File: config.mk
export PLATFORM = sky130hd
export DESIGN_NAME = mwmul_top
export DESIGN_NICKNAME = d
export VERILOG_FILES = /design/src/rtl/mwmul_pkg.sv /design/src/rtl/mwmul_mac.sv /design/src/rtl/mwmul_sub.sv /design/src/rtl/mwmul_ctrl.sv /design/src/rtl/mwmul_top.sv
export SDC_FILE = /design/constraint.sdc
export NUM_CORES = 1
export LEC_CHECK = 0
export ABC_AREA = 1
export BUFFER_PORTS_ARGS = -buffer_cell sky130_fd_sc_hd__buf_2
export CAP_MARGIN = 20
export CORE_UTILIZATION = 45
export DETAILED_ROUTE_END_ITERATION = 16
export PLACE_DENSITY_LB_ADDON = 0.3
export SYNTH_ARGS = -nofsm -noshare
export SYNTH_HDL_FRONTEND = slang
export SYNTH_HIERARCHICAL = 1
export SYNTH_SLANG_ARGS = --single-unit
File: constraint.sdc
create_clock -name clk -period 10.7 [get_ports clk]
set_clock_uncertainty 0.15 [all_clocks]
set_input_delay 2.14 -clock clk [delete_from_list [all_inputs] [get_ports clk]]
set_output_delay 2.14 -clock clk [all_outputs]
set_load 0.03 [all_outputs]
File: src/rtl/mwmul_pkg.sv
package mwmul_pkg;
    localparam int DIG_W = 16;
    localparam int ACC_W = 2 * DIG_W;

    typedef logic [DIG_W-1:0] digit_t;
    typedef logic [ACC_W-1:0] acc_t;

    typedef enum logic [2:0] {
        S_IDLE, S_CLR, S_MUL, S_CRY, S_CU, S_CV, S_DONE
    } state_e;

    typedef enum logic [1:0] {
        WS_ZERO, WS_MAC, WS_CARRY, WS_SUB
    } wsel_e;

    typedef struct packed {
        digit_t hi;
        digit_t lo;
    } split_t;

    function automatic logic [ACC_W:0] mac_sum(digit_t a, digit_t b, digit_t w, digit_t k);
        return {1'b0, acc_t'(a) * acc_t'(b)} + (ACC_W+1)'(w) + (ACC_W+1)'(k);
    endfunction
endpackage

File: src/rtl/mwmul_mac.sv
module mwmul_mac
    import mwmul_pkg::*;
(
    input  logic   clk,
    input  logic   rst,
    input  logic   en,
    input  logic   clr,
    input  digit_t a,
    input  digit_t b,
    input  digit_t w,
    output digit_t lo,
    output digit_t carry
);
    logic [ACC_W:0] sum;
    split_t         parts;

    always_comb begin
        sum   = mac_sum(a, b, w, carry);
        parts = split_t'(sum[ACC_W-1:0]);
        lo    = parts.lo;
    end

    always_ff @(posedge clk) begin
        if (rst || clr) carry <= '0;
        else if (en)    carry <= parts.hi;
    end


    no_overflow_chk: assert property (@(posedge clk) disable iff (rst)
        en |-> (sum[ACC_W] == 1'b0));
endmodule

File: src/rtl/mwmul_sub.sv
module mwmul_sub
    import mwmul_pkg::*;
(
    input  logic   clk,
    input  logic   rst,
    input  logic   en,
    input  logic   clr,
    input  digit_t a,
    input  digit_t b,
    output digit_t lo,
    output logic   borrow
);
    acc_t diff;

    always_comb begin
        diff = acc_t'(a) - acc_t'(b) - acc_t'(borrow);
        lo   = diff[DIG_W-1:0];
    end

    always_ff @(posedge clk) begin
        if (rst || clr) borrow <= 1'b0;
        else if (en)    borrow <= diff[ACC_W-1];
    end
endmodule

File: src/rtl/mwmul_ctrl.sv
module mwmul_ctrl
    import mwmul_pkg::*;
#(
    parameter  int MAX_M = 6,
    parameter  int MAX_N = 5,
    localparam int MW  = $clog2(MAX_M + 1),
    localparam int NW  = $clog2(MAX_N + 1),
    localparam int UAW = $clog2(MAX_M),
    localparam int VAW = $clog2(MAX_N),
    localparam int WAW = $clog2(MAX_M + MAX_N),
    localparam int IW  = $clog2(MAX_M + MAX_N + 1)
) (
    input  logic           clk,
    input  logic           rst,
    input  logic           start,
    input  logic           signed_mode,
    input  logic [MW-1:0]  m_cnt,
    input  logic [NW-1:0]  n_cnt,
    input  logic           u_top,
    input  logic           v_top,
    output state_e         st_o,
    output wsel_e          wsel,
    output logic [UAW-1:0] u_addr,
    output logic [VAW-1:0] v_addr,
    output logic [WAW-1:0] w_raddr,
    output logic [WAW-1:0] w_waddr,
    output logic           w_we,
    output logic           mac_en,
    output logic           mac_clr,
    output logic           sub_en,
    output logic           sub_clr,
    output logic           sub_use_u,
    output logic           done
);
    state_e         st;
    logic [IW-1:0]  i_q, j_q, mm, nn;
    logic [MW-1:0]  m_q;
    logic [NW-1:0]  n_q;
    logic           sgn_q, uneg_q, vneg_q;
    logic           i_last, j_last;

    always_comb begin
        mm     = IW'(m_q);
        nn     = IW'(n_q);
        i_last = (i_q == mm - 1'b1);
        j_last = (j_q == nn - 1'b1);
    end

    always_ff @(posedge clk) begin
        if (rst) begin
            st <= S_IDLE; i_q <= '0; j_q <= '0; m_q <= '0; n_q <= '0;
            sgn_q <= 1'b0; uneg_q <= 1'b0; vneg_q <= 1'b0;
        end else begin
            case (st)
                S_IDLE: if (start) begin
                    m_q <= m_cnt; n_q <= n_cnt; sgn_q <= signed_mode;
                    uneg_q <= 1'b0; vneg_q <= 1'b0;
                    i_q <= '0; j_q <= '0; st <= S_CLR;
                end
                S_CLR: begin
                    i_q <= i_last ? '0 : i_q + 1'b1;
                    if (i_last) st <= S_MUL;
                end
                S_MUL: begin
                    if (i_last) uneg_q <= u_top;
                    if (j_last) vneg_q <= v_top;
                    i_q <= i_last ? '0 : i_q + 1'b1;
                    if (i_last) st <= S_CRY;
                end
                S_CRY: begin
                    i_q <= '0;
                    if (!j_last) begin
                        j_q <= j_q + 1'b1; st <= S_MUL;
                    end else begin
                        j_q <= '0;
                        if (sgn_q && uneg_q)      st <= S_CU;
                        else if (sgn_q && vneg_q) st <= S_CV;
                        else                      st <= S_DONE;
                    end
                end
                S_CU: begin
                    j_q <= j_last ? '0 : j_q + 1'b1;
                    if (j_last) st <= vneg_q ? S_CV : S_DONE;
                end
                S_CV: begin
                    i_q <= i_last ? '0 : i_q + 1'b1;
                    if (i_last) st <= S_DONE;
                end
                S_DONE:  st <= S_IDLE;
                default: st <= S_IDLE;
            endcase
        end
    end

    always_comb begin
        st_o = st; wsel = WS_ZERO; w_we = 1'b0; done = 1'b0;
        u_addr = UAW'(i_q); v_addr = VAW'(j_q);
        w_raddr = WAW'(i_q + j_q); w_waddr = WAW'(i_q + j_q);
        mac_en = 1'b0; mac_clr = 1'b0; sub_en = 1'b0; sub_use_u = 1'b0;
        sub_clr = !(st == S_CU || st == S_CV);
        case (st)
            S_IDLE: mac_clr = 1'b1;
            S_CLR: begin w_we = 1'b1; w_waddr = WAW'(i_q); end
            S_MUL: begin w_we = 1'b1; wsel = WS_MAC; mac_en = 1'b1; end
            S_CRY: begin
                w_we = 1'b1; wsel = WS_CARRY; mac_clr = 1'b1;
                w_waddr = WAW'(j_q + mm);
            end
            S_CU: begin
                w_we = 1'b1; wsel = WS_SUB; sub_en = 1'b1; sub_clr = j_last;
                w_raddr = WAW'(j_q + mm); w_waddr = WAW'(j_q + mm);
            end
            S_CV: begin
                w_we = 1'b1; wsel = WS_SUB; sub_en = 1'b1; sub_use_u = 1'b1;
                w_raddr = WAW'(i_q + nn); w_waddr = WAW'(i_q + nn);
            end
            S_DONE: done = 1'b1;
            default: ;
        endcase
    end


    done_pulse_chk: assert property (@(posedge clk) disable iff (rst)
        done |=> !done);

    idle_quiet_chk: assert property (@(posedge clk) disable iff (rst)
        (st == S_IDLE) |-> !w_we);

    write_bound_chk: assert property (@(posedge clk) disable iff (rst)
        w_we |-> (IW'(w_waddr) < mm + nn));

    corr_signed_chk: assert property (@(posedge clk) disable iff (rst)
        (st == S_CU || st == S_CV) |-> sgn_q);

    busy_hold_chk: assert property (@(posedge clk) disable iff (rst)
        (st != S_IDLE) |=> ($stable(m_q) && $stable(n_q)));
endmodule

File: src/rtl/mwmul_top.sv
module mwmul_top
    import mwmul_pkg::*;
#(
    parameter  int MAX_M = 6,
    parameter  int MAX_N = 5,
    localparam int MW  = $clog2(MAX_M + 1),
    localparam int NW  = $clog2(MAX_N + 1),
    localparam int UAW = $clog2(MAX_M),
    localparam int VAW = $clog2(MAX_N),
    localparam int WAW = $clog2(MAX_M + MAX_N)
) (
    input  logic           clk,
    input  logic           rst,
    input  logic           start,
    input  logic           signed_mode,
    input  logic [MW-1:0]  m_cnt,
    input  logic [NW-1:0]  n_cnt,
    output logic [UAW-1:0] u_addr,
    input  logic [15:0]    u_data,
    output logic [VAW-1:0] v_addr,
    input  logic [15:0]    v_data,
    output logic [WAW-1:0] w_raddr,
    input  logic [15:0]    w_rdata,
    output logic           w_we,
    output logic [WAW-1:0] w_waddr,
    output logic [15:0]    w_wdata,
    output logic           done
);
    state_e st;
    wsel_e  wsel;
    logic   mac_en, mac_clr, sub_en, sub_clr, sub_use_u, borrow;
    digit_t mac_lo, carry, sub_lo, sub_b;

    mwmul_ctrl #(.MAX_M(MAX_M), .MAX_N(MAX_N)) ctrl_i (
        .clk(clk), .rst(rst), .start(start), .signed_mode(signed_mode),
        .m_cnt(m_cnt), .n_cnt(n_cnt),
        .u_top(u_data[DIG_W-1]), .v_top(v_data[DIG_W-1]),
        .st_o(st), .wsel(wsel), .u_addr(u_addr), .v_addr(v_addr),
        .w_raddr(w_raddr), .w_waddr(w_waddr), .w_we(w_we),
        .mac_en(mac_en), .mac_clr(mac_clr), .sub_en(sub_en),
        .sub_clr(sub_clr), .sub_use_u(sub_use_u), .done(done)
    );

    mwmul_mac mac_i (
        .clk(clk), .rst(rst), .en(mac_en), .clr(mac_clr),
        .a(u_data), .b(v_data), .w(w_rdata), .lo(mac_lo), .carry(carry)
    );

    assign sub_b = sub_use_u ? u_data : v_data;

    mwmul_sub sub_i (
        .clk(clk), .rst(rst), .en(sub_en), .clr(sub_clr),
        .a(w_rdata), .b(sub_b), .lo(sub_lo), .borrow(borrow)
    );

    always_comb begin
        case (wsel)
            WS_MAC:   w_wdata = mac_lo;
            WS_CARRY: w_wdata = carry;
            WS_SUB:   w_wdata = sub_lo;
            default:  w_wdata = '0;
        endcase
    end


    borrow_init_chk: assert property (@(posedge clk) disable iff (rst)
        ((st == S_CU || st == S_CV) && $past(st) != st) |-> !borrow);
endmodule

# ---- After elaboration in Yosys (flattened, before gate mapping)
# Index checks and enable logic that the tools add are counted.
# W data, S select, Z words.
dict set report classes {
  muxes 32
  eq_ne 17
  n_mul 1
  add_sub_neg 11
  reduce_logical 21
}
# op count
set op_table {}
lappend op_table {{$add A32 B16 Y32} 2}
lappend op_table {{$pmux W16 S3} 1}
lappend op_table {{$mul A16 B16 Y32} 1}
lappend op_table {{$sub A32 B1 Y32} 1}
lappend op_table {{$pmux W4 S3} 2}
lappend op_table {{$mux W3} 7}
lappend op_table {{$pmux W3 S6} 1}
lappend op_table {{$sub A16 B16 Y17} 1}
lappend op_table {{$mux W16} 1}
lappend op_table {{$pmux W4 S2} 2}
lappend op_table {{$mux W4} 3}
lappend op_table {{$mux W1} 10}
lappend op_table {{$ne A2 B1 Y1 const B} 5}
lappend op_table {{$eq A3 B3 Y1 const B} 3}
lappend op_table {{$add A4 B1 Y4 const B} 2}
lappend op_table {{$add A4 B3 Y4} 2}
lappend op_table {{$eq A4 B4 Y1} 2}
lappend op_table {{$sub A3 B1 Y4 const B} 2}
lappend op_table {{$eq A3 B2 Y1 const B} 2}
lappend op_table {{$pmux W2 S3} 1}
lappend op_table {{$reduce_and A2 Y1} 3}
lappend op_table {{$reduce_and A3 Y1} 2}
lappend op_table {{$reduce_or A2 Y1} 3}
lappend op_table {{$reduce_and A5 Y1} 1}
lappend op_table {{15 further kinds} 22}
dict set report totals {
  out_inout_bits 32
  wordCells 92
  regBits 37
  inputBits 58
}

# ---- Logic depth before layout (Yosys ltp)
# Gate-level depths: netlist (run 1).
dict set report logic_depth {
  depth_word 6
  depth_mapped 29
  depth_no_buf 27
}

# ---- Modules after synthesis
# Netlist (run 1), hierarchy kept.
# mod instances area_per_inst_um2 cells_per_inst
set modules_own_cells {}
lappend modules_own_cells {mwmul_mac 1 11259.5 1605}
lappend modules_own_cells {mwmul_ctrl 1 1767.9 265}
lappend modules_own_cells {mwmul_sub 1 1640.3 300}
lappend modules_own_cells {mwmul_top 1 832.0 127}

# ---- Worst setup path after synthesis (run 1)
# No wires, ideal clock.
dict set report synth_path {
  path_type {input to output}
  startpoint {in u_data[7]}
  endpoint {out w_wdata[15]}
  arrival_ns 7.231
  stages 21
  setup_slack_ns 1.179
  required_time_ns 8.410
  cell_sequence {clkbuf_1 clkbuf_1 nand2_1 fa_1 inv_1 fa_1 inv_1 fa_1 inv_1 fa_1 fa_1 fa_1 ha_1 nand2_2 inv_1 a21oi_1 nand3_2 xor2_1 buf_4 nand3_1 nand3_1}
}
dict set report synth_between {
  elab_chain_len 4
}
# item line_no
set synth_lines {}
lappend synth_lines {{from (decl)} mwmul_top.sv:19} ;# input logic [15:0] u_data,
lappend synth_lines {{$mul A16 B16 Y32} mwmul_pkg.sv:22} ;# return {1'b0, acc_t'(a) * acc_t'(b)} + (ACC_W+1)'(w) + (ACC_W+1)'(k);
lappend synth_lines {{$add A32 B16 Y32 (2 in series)} mwmul_pkg.sv:22}
lappend synth_lines {{via mac_i.sum[15]} mwmul_mac.sv:14} ;# logic [ACC_W:0] sum;
lappend synth_lines {{$pmux W16 S3} mwmul_top.sv:57} ;# case (wsel)
lappend synth_lines {{to (decl)} mwmul_top.sv:26} ;# output logic [15:0] w_wdata,
# The timed path passes the listed nets, and every way through them passes these cells.

# ---- Final worst setup path (run 1)
dict set report layout_path {
  startpoint {in u_data[7]}
  endpoint {out w_wdata[15]}
}
dict set report layout_between {
  elab_chain_len 4
}
# item line_no
set layout_lines {}
lappend layout_lines {{$mul A16 B16 Y32} mwmul_pkg.sv:22}
lappend layout_lines {{$add A32 B16 Y32 (2 in series)} mwmul_pkg.sv:22}
lappend layout_lines {{via mac_lo[15]} mwmul_top.sv:32} ;# digit_t mac_lo, carry, sub_lo, sub_b;
lappend layout_lines {{$pmux W16 S3} mwmul_top.sv:57}
# The timed path passes the listed nets, and every way through them passes these cells.

==> impl_metrics.json, run 1 <==
{
  "cts.clk_slew.worst_paths_ns": 0.06,
  "synth_cell_types": 47,
  "fin_nets": 2701,
  "async_flop_share_pct": 0,
  "synthCells": 2297,
  "cts_resized": 0,
  "max_freq_mhz": 102,
  "drc": 0,
  "path_class": "in2out",
  "dr.pass1.iters": 7,
  "die_h_um": 188,
  "setup-tns-final_ns": 0,
  "r2r-start": "mac_i/carry[8]",
  "boundaryPins": 90,
  "tightest_slew_ns": 0.635,
  "vias_per_cell": 4.92,
  "grt_pass1_vias": 13625,
  "r2r_setup_slack_ns": 5.68,
  "post_cts_buffers": 0,
  "gp_congestion": 0.937,
  "setup_viol": 0,
  "ys_seq_elements": 37,
  "cts_root_buf": "clkbuf_16",
  "dp_hpwl_um": 36900,
  "clock_sinks": 37,
  "finalHoldViolations": 0,
  "cts_tree": "done",
  "syn_avg_cell_area_um2": 6.75,
  "track_usage_pct": 25.8,
  "clock_latency_ns": 0.29,
  "antenna_found_initial": 0,
  "hold_depth": 2,
  "fillers": 3517,
  "max_cap_viol_count": 0,
  "slew_viol_final": 0,
  "hold_end": "ctrl_i/sgn_q",
  "start_util_pct": 46.0,
  "antenna_left": 0,
  "cp_slowest_cell": "fa_1",
  "crit_fanout": 17,
  "critPathMaxStageDelay_ns": 0.56,
  "grt_pass1_wl_um": 71400,
  "yosys_warnings": 6,
  "rsz0062_at_grt": "no",
  "arrival_ns": 7.49,
  "portBuffers": 89,
  "required_ns": 8.41,
  "htreeDepth": 2,
  "r2r-end": "mac_i/carry[6]",
  "via_count": 13399,
  "synth_area_um2": 15500,
  "synth_edf_count": 0,
  "cts.path.max_buffers": 2,
  "fin_crit_sh_pct": 91.4,
  "dieArea_um2": 35200,
  "hold_start": "ctrl_i/sgn_q",
  "ys_seq_area_share_pct": 4.78,
  "grt_overflow_total": 0,
  "areaGrowthSynthToFinish_pct": 3.35,
  "status": "complete, no violations",
  "critPathCaptureType": "output port",
  "diodes": 0,
  "syn-num-nets": 2721,
  "wl_um": 43300,
  "cts_made_buffers": 5,
  "synthFlopType": "dfxtp_1",
  "cpMostUsedCell": "fa_1",
  "hold_class": "reg2reg",
  "die_w_um": 188,
  "final_core_util_pct": 47.5,
  "drive_gt1_share_pct": 9.09,
  "rows": 67,
  "startpoint_type": "input pin",
  "grt_max_degree": 34,
  "holdBufCountCts": 0,
  "drt-initial-drc-count": 859,
  "wl_per_cell_um": 15.9,
  "coreArea_um2": 33700,
  "rr_worst_depth": 22,
  "relSlewSlack_pct": 57.6,
  "fin_crit_ns": 9.78,
  "cp_cell_sequence": "buf_2, nand2_1, fa_1, inv_1, fa_1, inv_1, fa_1, inv_1, fa_1, fa_1, fa_1, ha_1, nand2_2, inv_1, a21oi_1, nand3_2, xor2_1, nand3_1, nand3_1, buf_2"
}
[metrics by stage]
step | std cells | setup WS (ns) | hold slack [ns] | cell area, um2
6_report | 2726 | 0.922 | 0.332 | 16000
5_1_grt | 2726 | 0.615 | 0.349 | 16000
4_1_cts | 2726 | 0.897 | 0.334 | 16000
3_5_place_dp | 2718 | 0.923 | 0.324 | 15800
3_3_place_gp | 2718 | 0.978 | 0.321 | 15800
2_1_floorplan | 2297 | 1.18 | 0.304 | 15500
[layer usage]
layer / global-route usage [%] / wire (um) / share of wire [%]
met2: 43.5 / 20500 / 47
met4: 7.91 / 1270 / 2.9
met3: 1.91 / 2450 / 5.7
met1: 35.2 / 19100 / 44
met5: 0 / 0 / 0
[critical path, delay by kind of cell]
| kind | cells | cell delay, ns |
|---|---|---|
| buf+inv | 6 | 0.77 |
| xor+xnor | 1 | 0.25 |
| simple gates | 5 | 0.64 |
| compound gates | 1 | 0.17 |
| fa+ha+maj | 7 | 3.52 |
[registers in the layout (all words and copies together) (netlist names)]
register / cells
ctrl_i/i_q: 4
ctrl_i/j_q: 4
ctrl_i/m_q: 3
ctrl_i/n_q: 3
ctrl_i/sgn_q: 1
ctrl_i/st_o: 3
ctrl_i/uneg_q: 1
ctrl_i/vneg_q: 1
mac_i/carry: 16
sub_i/borrow: 1
[synth_stat cells (all sizes together), types with 14 or more instances]
library cell / instances / share of area (%)
ha: 136 / 11
inv: 675 / 16
nand3: 138 / 5.8
nor2: 109 / 3.4
xor2: 24 / 1.5
nand2: 681 / 17
buf: 54 / 2.9
clkbuf: 69 / 1.7
fa: 230 / 30
a21oi: 56 / 1.9
dfxtp: 37 / 4.8
nand4: 14 / 0.57
o21ai: 36 / 1.2
[worst max path at each step]
stage                     startpoint     endpoint
final                      u_data[7]  w_wdata[15]
after CTS                  u_data[7]  w_wdata[15]
after floorplan            u_data[7]  w_wdata[15]
after global routing       u_data[5]  w_wdata[14]
after detailed placement   u_data[7]  w_wdata[15]
after global placement     u_data[7]  w_wdata[15]
[cell usage in the layout (no fill, tap or decap), types with 2 or more instances in the layout]
cell,count
o21ai_1,6
a21oi_1,53
buf_2,89
nand2_4,5
dfxtp_1,37
or2_2,2
nand2_1,662
inv_2,10
nor2_4,10
nor3_1,4
o21bai_1,5
nand3b_4,3
buf_4,7
clkbuf_16,5
nand2_2,12
nand3_1,98
a21oi_2,3
xor2_1,22
nand2_8,2
nand3_2,39
nand3b_1,2
o2111ai_1,2
o21ai_0,30
nand4_1,14
a21o_1,3
inv_1,663
fa_1,230
ha_1,136
xnor2_1,10
inv_6,2
nor2_2,10
clkinv_4,2
nor2_1,88
[area by class of cell]
cell class	count	area, um2	share of cell area [%]
Multi-Input combinational cell	1460	11500	71.7
Tap cell	448	561	3.50
Clock buffer	5	125	0.781
Sequential cell	37	741	4.62
Clock inverter	3	46.3	0.289
Inverter	677	2560	16.0
Timing Repair Buffer	96	498	3.11
[kinds of logic (layout without fill, tap and decap cells)]
kind of cell	Yosys count	after routing	share of synthesized area (%)
AO/OA/AOI/OAI	105	105	3.70
XOR/XNOR	34	34	2.09
adder cells (fa/ha/maj)	366	366	40.7
buffers and inverters	800	781	21.1
flip-flops	37	37	4.78
AND/OR/NAND/NOR	955	955	27.7
Power of run 1 is not shown: default switching activity piles up to over one toggle a cycle in this logic, so the estimate is an artifact.
==> inputs of run 2 (changes only) <==
Settings changed: SLEW_MARGIN from default to 20.
Clock period 10.7 ns to 11.9 ns, I/O delays scaled along.
==> run 2 against run 1 <==
  * Sequential share of layout area hardly changed
  * Non-clock buffer count is 3 lower
  * Die area stayed put
  * Critical path type unchanged
==> impl_metrics.json, run 2 (synthesized netlist as in run 1, its figures left out) <==
{
  "status": "complete, no violations",
  "setup_viol": 0,
  "vias_per_cell": 4.88,
  "hold_class": "reg2reg",
  "slew_viol_final": 0,
  "wl_um": 42900,
  "largest_reg_flops": 16,
  "cp_cell_sequence": "buf_2, nand2_1, fa_1, inv_1, fa_1, inv_1, fa_1, inv_1, fa_1, fa_1, fa_1, ha_1, nand2_2, inv_1, a21oi_1, nand3_2, xor2_1, nand3_1, nand3_1, buf_2",
  "path_buf_inv": 6,
  "grt_pass1_vias": 13559,
  "cts_root_buf": "clkbuf_16",
  "holdBufCountCts": 0,
  "boundaryPins": 90,
  "cts.clk_slew.worst_paths_ns": 0.06,
  "relSlewSlack_pct": 57.0,
  "rr_worst_depth": 22,
  "required_ns": 9.37,
  "worst_slack_ns": 1.62,
  "drt-initial-drc-count": 920,
  "final_common_cell": "inv_1",
  "htreeDepth": 2,
  "start_util_pct": 46.0,
  "post_cts_buffers": 0,
  "max_freq_mhz": 97.3,
  "grt_pass1_wl_um": 71000,
  "dp_hpwl_um": 36200,
  "clock_latency_ns": 0.29,
  "gp_congestion": 0.952,
  "fin_crit_sh_pct": 86.4,
  "cts.path.max_buffers": 2,
  "areaGrowthSynthToFinish_pct": 3.13,
  "wl_per_cell_um": 15.8,
  "finalHoldViolations": 0,
  "setup-tns-final_ns": 0,
  "cp_slowest_cell": "fa_1",
  "antenna_left": 0,
  "fin_crit_ns": 10.28,
  "diodes": 0,
  "crit_fanout": 17,
  "die_h_um": 188,
  "drive_gt1_share_pct": 8.93,
  "coreArea_um2": 33700,
  "grt_overflow_total": 0,
  "cp_top_family": "adder cells",
  "place_ws_ns": 1.61,
  "final_cell_mix": "inv_1, nand2_1, fa_1, ha_1, nand3_1",
  "rsz0062_at_grt": "no",
  "cts_resized": 0,
  "cts_made_buffers": 5,
  "rows": 67,
  "dr.pass1.iters": 5,
  "track_usage_pct": 25.6,
  "via_count": 13271,
  "path_class": "in2out",
  "antenna_found_initial": 0,
  "max_cap_viol_count": 0,
  "drc": 0,
  "startpoint_type": "input pin",
  "critPathMaxStageDelay_ns": 0.55,
  "arrival_ns": 7.75,
  "fin_nets": 2698,
  "portBuffers": 89,
  "dieArea_um2": 35200,
  "tightest_slew_ns": 0.643,
  "critPathCaptureType": "output port",
  "register_area_um2": 741,
  "top_register": "mac_i/carry",
  "cts_tree": "done",
  "largestRegisters": "mac_i/carry: 16 flops, ctrl_i/i_q: 4 flops, ctrl_i/j_q: 4 flops",
  "cpMostUsedCell": "fa_1",
  "grt_max_degree": 34,
  "hold_depth": 2,
  "multi_input_area_um2": 11500,
  "fillers": 3492,
  "die_w_um": 188,
  "path_depth": 20,
  "clock_sinks": 37
}
-- run 2: cell types whose count changed in the layout (fill, tap and decap cells not counted) --
| cell | previous run | this run |
|---|---|---|
| clkinv_4 | 2 | 1 |
| buf_4 | 7 | 4 |
| clkinvlp_4 | 1 | 0 |
| clkinv_2 | 0 | 1 |
-- run 2: per-stage QoR --
stage / hold slack (ns) / instances / utilization (%) / cell area (um2)
global placement: 0.322 / 2715 / 47.0 / 15800
global route: 0.399 / 2722 / 47.4 / 16000
floorplan: 0.304 / 2297 / - / 15500
detailed placement: 0.337 / 2715 / 47.0 / 15800
CTS: 0.345 / 2722 / 47.4 / 16000
finish: 0.342 / 2722 / 47.4 / 16000
-- run 2: worst register-to-register path, delay by kind of cell (launching register included) --
kind / cells / cell delay [ns]
flip-flops: 1 / 0.35
AND/OR/NAND/NOR: 10 / 0.99
buffers and inverters: 6 / 0.42
adder cells (fa/ha/maj): 6 / 2.99
-- run 2: layout make-up --
class	instances	share of cell area [%]
multi-input cells	1460	71.9
inverters	677	16.0
flip-flops and latches	37	4.63
well taps	448	3.51
repair buffers	93	2.97
clock buffers	5	0.783
clock inverters	2	0.219
-- run 2: path summary, 6_finish.rpt --
check,slack (ns),startpoint,endpoint
worst max-delay path,1.62,u_data[7],w_wdata[15]
worst max register to register,6.89,mac_i/carry[8],mac_i/carry[6]
worst min register to register,0.34,ctrl_i/sgn_q,ctrl_i/sgn_q
worst min-delay path,0.34,ctrl_i/sgn_q,ctrl_i/sgn_q
-- run 2: per-layer routing --
layer / wire [um] / global-route usage (%)
met4: 930 / 5.91
met5: 0 / 0
met2: 20600 / 44.2
met1: 19400 / 34.8
met3: 1990 / 1.97
Power of run 2 is left out for the same reason.
==> inputs of run 3 (changes only) <==
Settings changed: CORE_UTILIZATION 45 to 63, SKIP_CTS_REPAIR_TIMING from default to 1.
==> run 3 against run 2 <==
  * Sequential share of layout area is essentially flat
  * Global-route usage is 9.8 points higher
  * Die area is 28% lower
  * Highest routed layer unchanged
  * Wire length fell by 0.93%
  * Critical path depth increased by 2
  * Register-to-register slack got worse by 0.06 ns
  * Largest cell class unchanged
  * Worst setup slack lost 0.013 ns
  * Critical path type unchanged
==> impl_metrics.json, run 3 (synthesized netlist as in run 1, its figures left out) <==
{
  "status": "complete, no violations",
  "die_h_um": 159,
  "wl_per_cell_um": 16.4,
  "fin_crit_sh_pct": 86.5,
  "grt_overflow_total": 0,
  "antenna_left": 0,
  "hold_ws_ns": 0.359,
  "vias_per_cell": 5.21,
  "multi_input_area_um2": 11500,
  "fin_nets": 2697,
  "diodes": 0,
  "rsz0062_at_grt": "no",
  "areaGrowthSynthToFinish_pct": 2.30,
  "rows": 57,
  "cts.clk_slew.worst_paths_ns": 0.07,
  "grt_pass1_wl_um": 70400,
  "hold_class": "reg2reg",
  "track_usage_pct": 35.4,
  "htreeDepth": 2,
  "grt_max_degree": 34,
  "start_util_pct": 63.9,
  "antenna_found_initial": 0,
  "dieArea_um2": 25200,
  "arrival_ns": 7.76,
  "wl_um": 42500,
  "startpoint_type": "input pin",
  "dp_hpwl_um": 35500,
  "grt_pass1_vias": 13662,
  "top_register": "mac_i/carry",
  "grt_util_met2_pct": 58.0,
  "portBuffers": 89,
  "drc": 0,
  "crit_fanout": 17,
  "drt-initial-drc-count": 1093,
  "final_common_cell": "inv_1",
  "fin_crit_ns": 10.29,
  "critPathCaptureType": "output port",
  "slew_viol_final": 0,
  "cts_made_buffers": 5,
  "final_cell_mix": "inv_1, nand2_1, fa_1, ha_1, nand3_1",
  "required_ns": 9.37,
  "boundaryPins": 90,
  "fin_area_um2": 15900,
  "grt_use_met1_pct": 48.9,
  "coreArea_um2": 24200,
  "largestRegisters": "mac_i/carry: 16 flops, ctrl_i/i_q: 4 flops, ctrl_i/j_q: 4 flops",
  "setup-tns-final_ns": 0,
  "register_area_um2": 741,
  "clock_sinks": 37,
  "clock_latency_ns": 0.29,
  "max_freq_mhz": 97.1,
  "tightest_slew_ns": 0.709,
  "cts_root_buf": "clkbuf_16",
  "dr.pass1.iters": 8,
  "cts.path.max_buffers": 2,
  "gp_congestion": 0.975,
  "grt.busiest_layer": "met2",
  "met3_usage_pct": 4.70,
  "path_class": "in2out",
  "die_w_um": 159,
  "max_cap_viol_count": 0,
  "drive_gt1_share_pct": 8.93,
  "setup_viol": 0,
  "dpl_cell_area_um2": 15700,
  "largest_reg_flops": 16,
  "fillers": 2233,
  "cts_tree": "done",
  "relSlewSlack_pct": 52.6,
  "via_count": 13547,
  "finalHoldViolations": 0
}
-- run 3: cell count changes in the layout (fill, tap and decap cells not counted), sizes merged --
cell,change
bufinv,+1
clkinv,-1
inv,+1
buf,-1
-- run 3: cell type report --
| cell class | instances | share of cell area (%) |
|---|---|---|
| Multi-Input combinational cell | 1460 | 72.5 |
| Inverter | 677 | 16.1 |
| Sequential cell | 37 | 4.67 |
| Timing Repair Buffer | 92 | 2.95 |
| Tap cell | 324 | 2.56 |
| Clock buffer | 5 | 0.789 |
| Clock inverter | 3 | 0.434 |
-- run 3: worst paths after layout --
check | start | endpoint | slack (ns) | depth (start not counted)
max | u_data[9] | w_wdata[12] | 1.61 | 22
min | ctrl_i/sgn_q | ctrl_i/sgn_q | 0.36 | 2
max reg2reg | mac_i/carry[8] | mac_i/carry[4] | 6.83 | 19
min reg2reg | ctrl_i/sgn_q | ctrl_i/sgn_q | 0.36 | 2
-- run 3: through the flow --
step / setup WS (ns) / utilization (%) / std cells
2_1_floorplan: 1.90 / - / 2297
3_3_place_gp: 1.70 / 64.6 / 2590
3_5_place_dp: 1.64 / 64.6 / 2590
4_1_cts: 1.62 / 65.4 / 2598
5_1_grt: 1.30 / 65.4 / 2598
6_report: 1.61 / 65.4 / 2598
-- run 3: worst max-delay path, stage by stage --
cell,delay (ns)
buf_2,0.38
nand2_1,0.11
inv_1,0.10
fa_1,0.42
inv_1,0.08
fa_1,0.43
fa_1,0.48
fa_1,0.50
inv_1,0.06
fa_1,0.53
inv_1,0.06
fa_1,0.54
inv_1,0.04
ha_1,0.39
nand2_1,0.17
nor2_2,0.16
nand3_1,0.14
nand3b_4,0.13
xor2_1,0.25
nand3_1,0.12
nand3_1,0.09
buf_2,0.20
-- run 3: routing by layer --
layer,part of all wire [%],vias up,wire [um]
li1,-,6501,-
met1,42,6398,18000
met2,46,566,19700
met3,8.3,82,3520
met4,3.1,0,1330
met5,0,-,0
Power of run 3 is left out for the same reason.
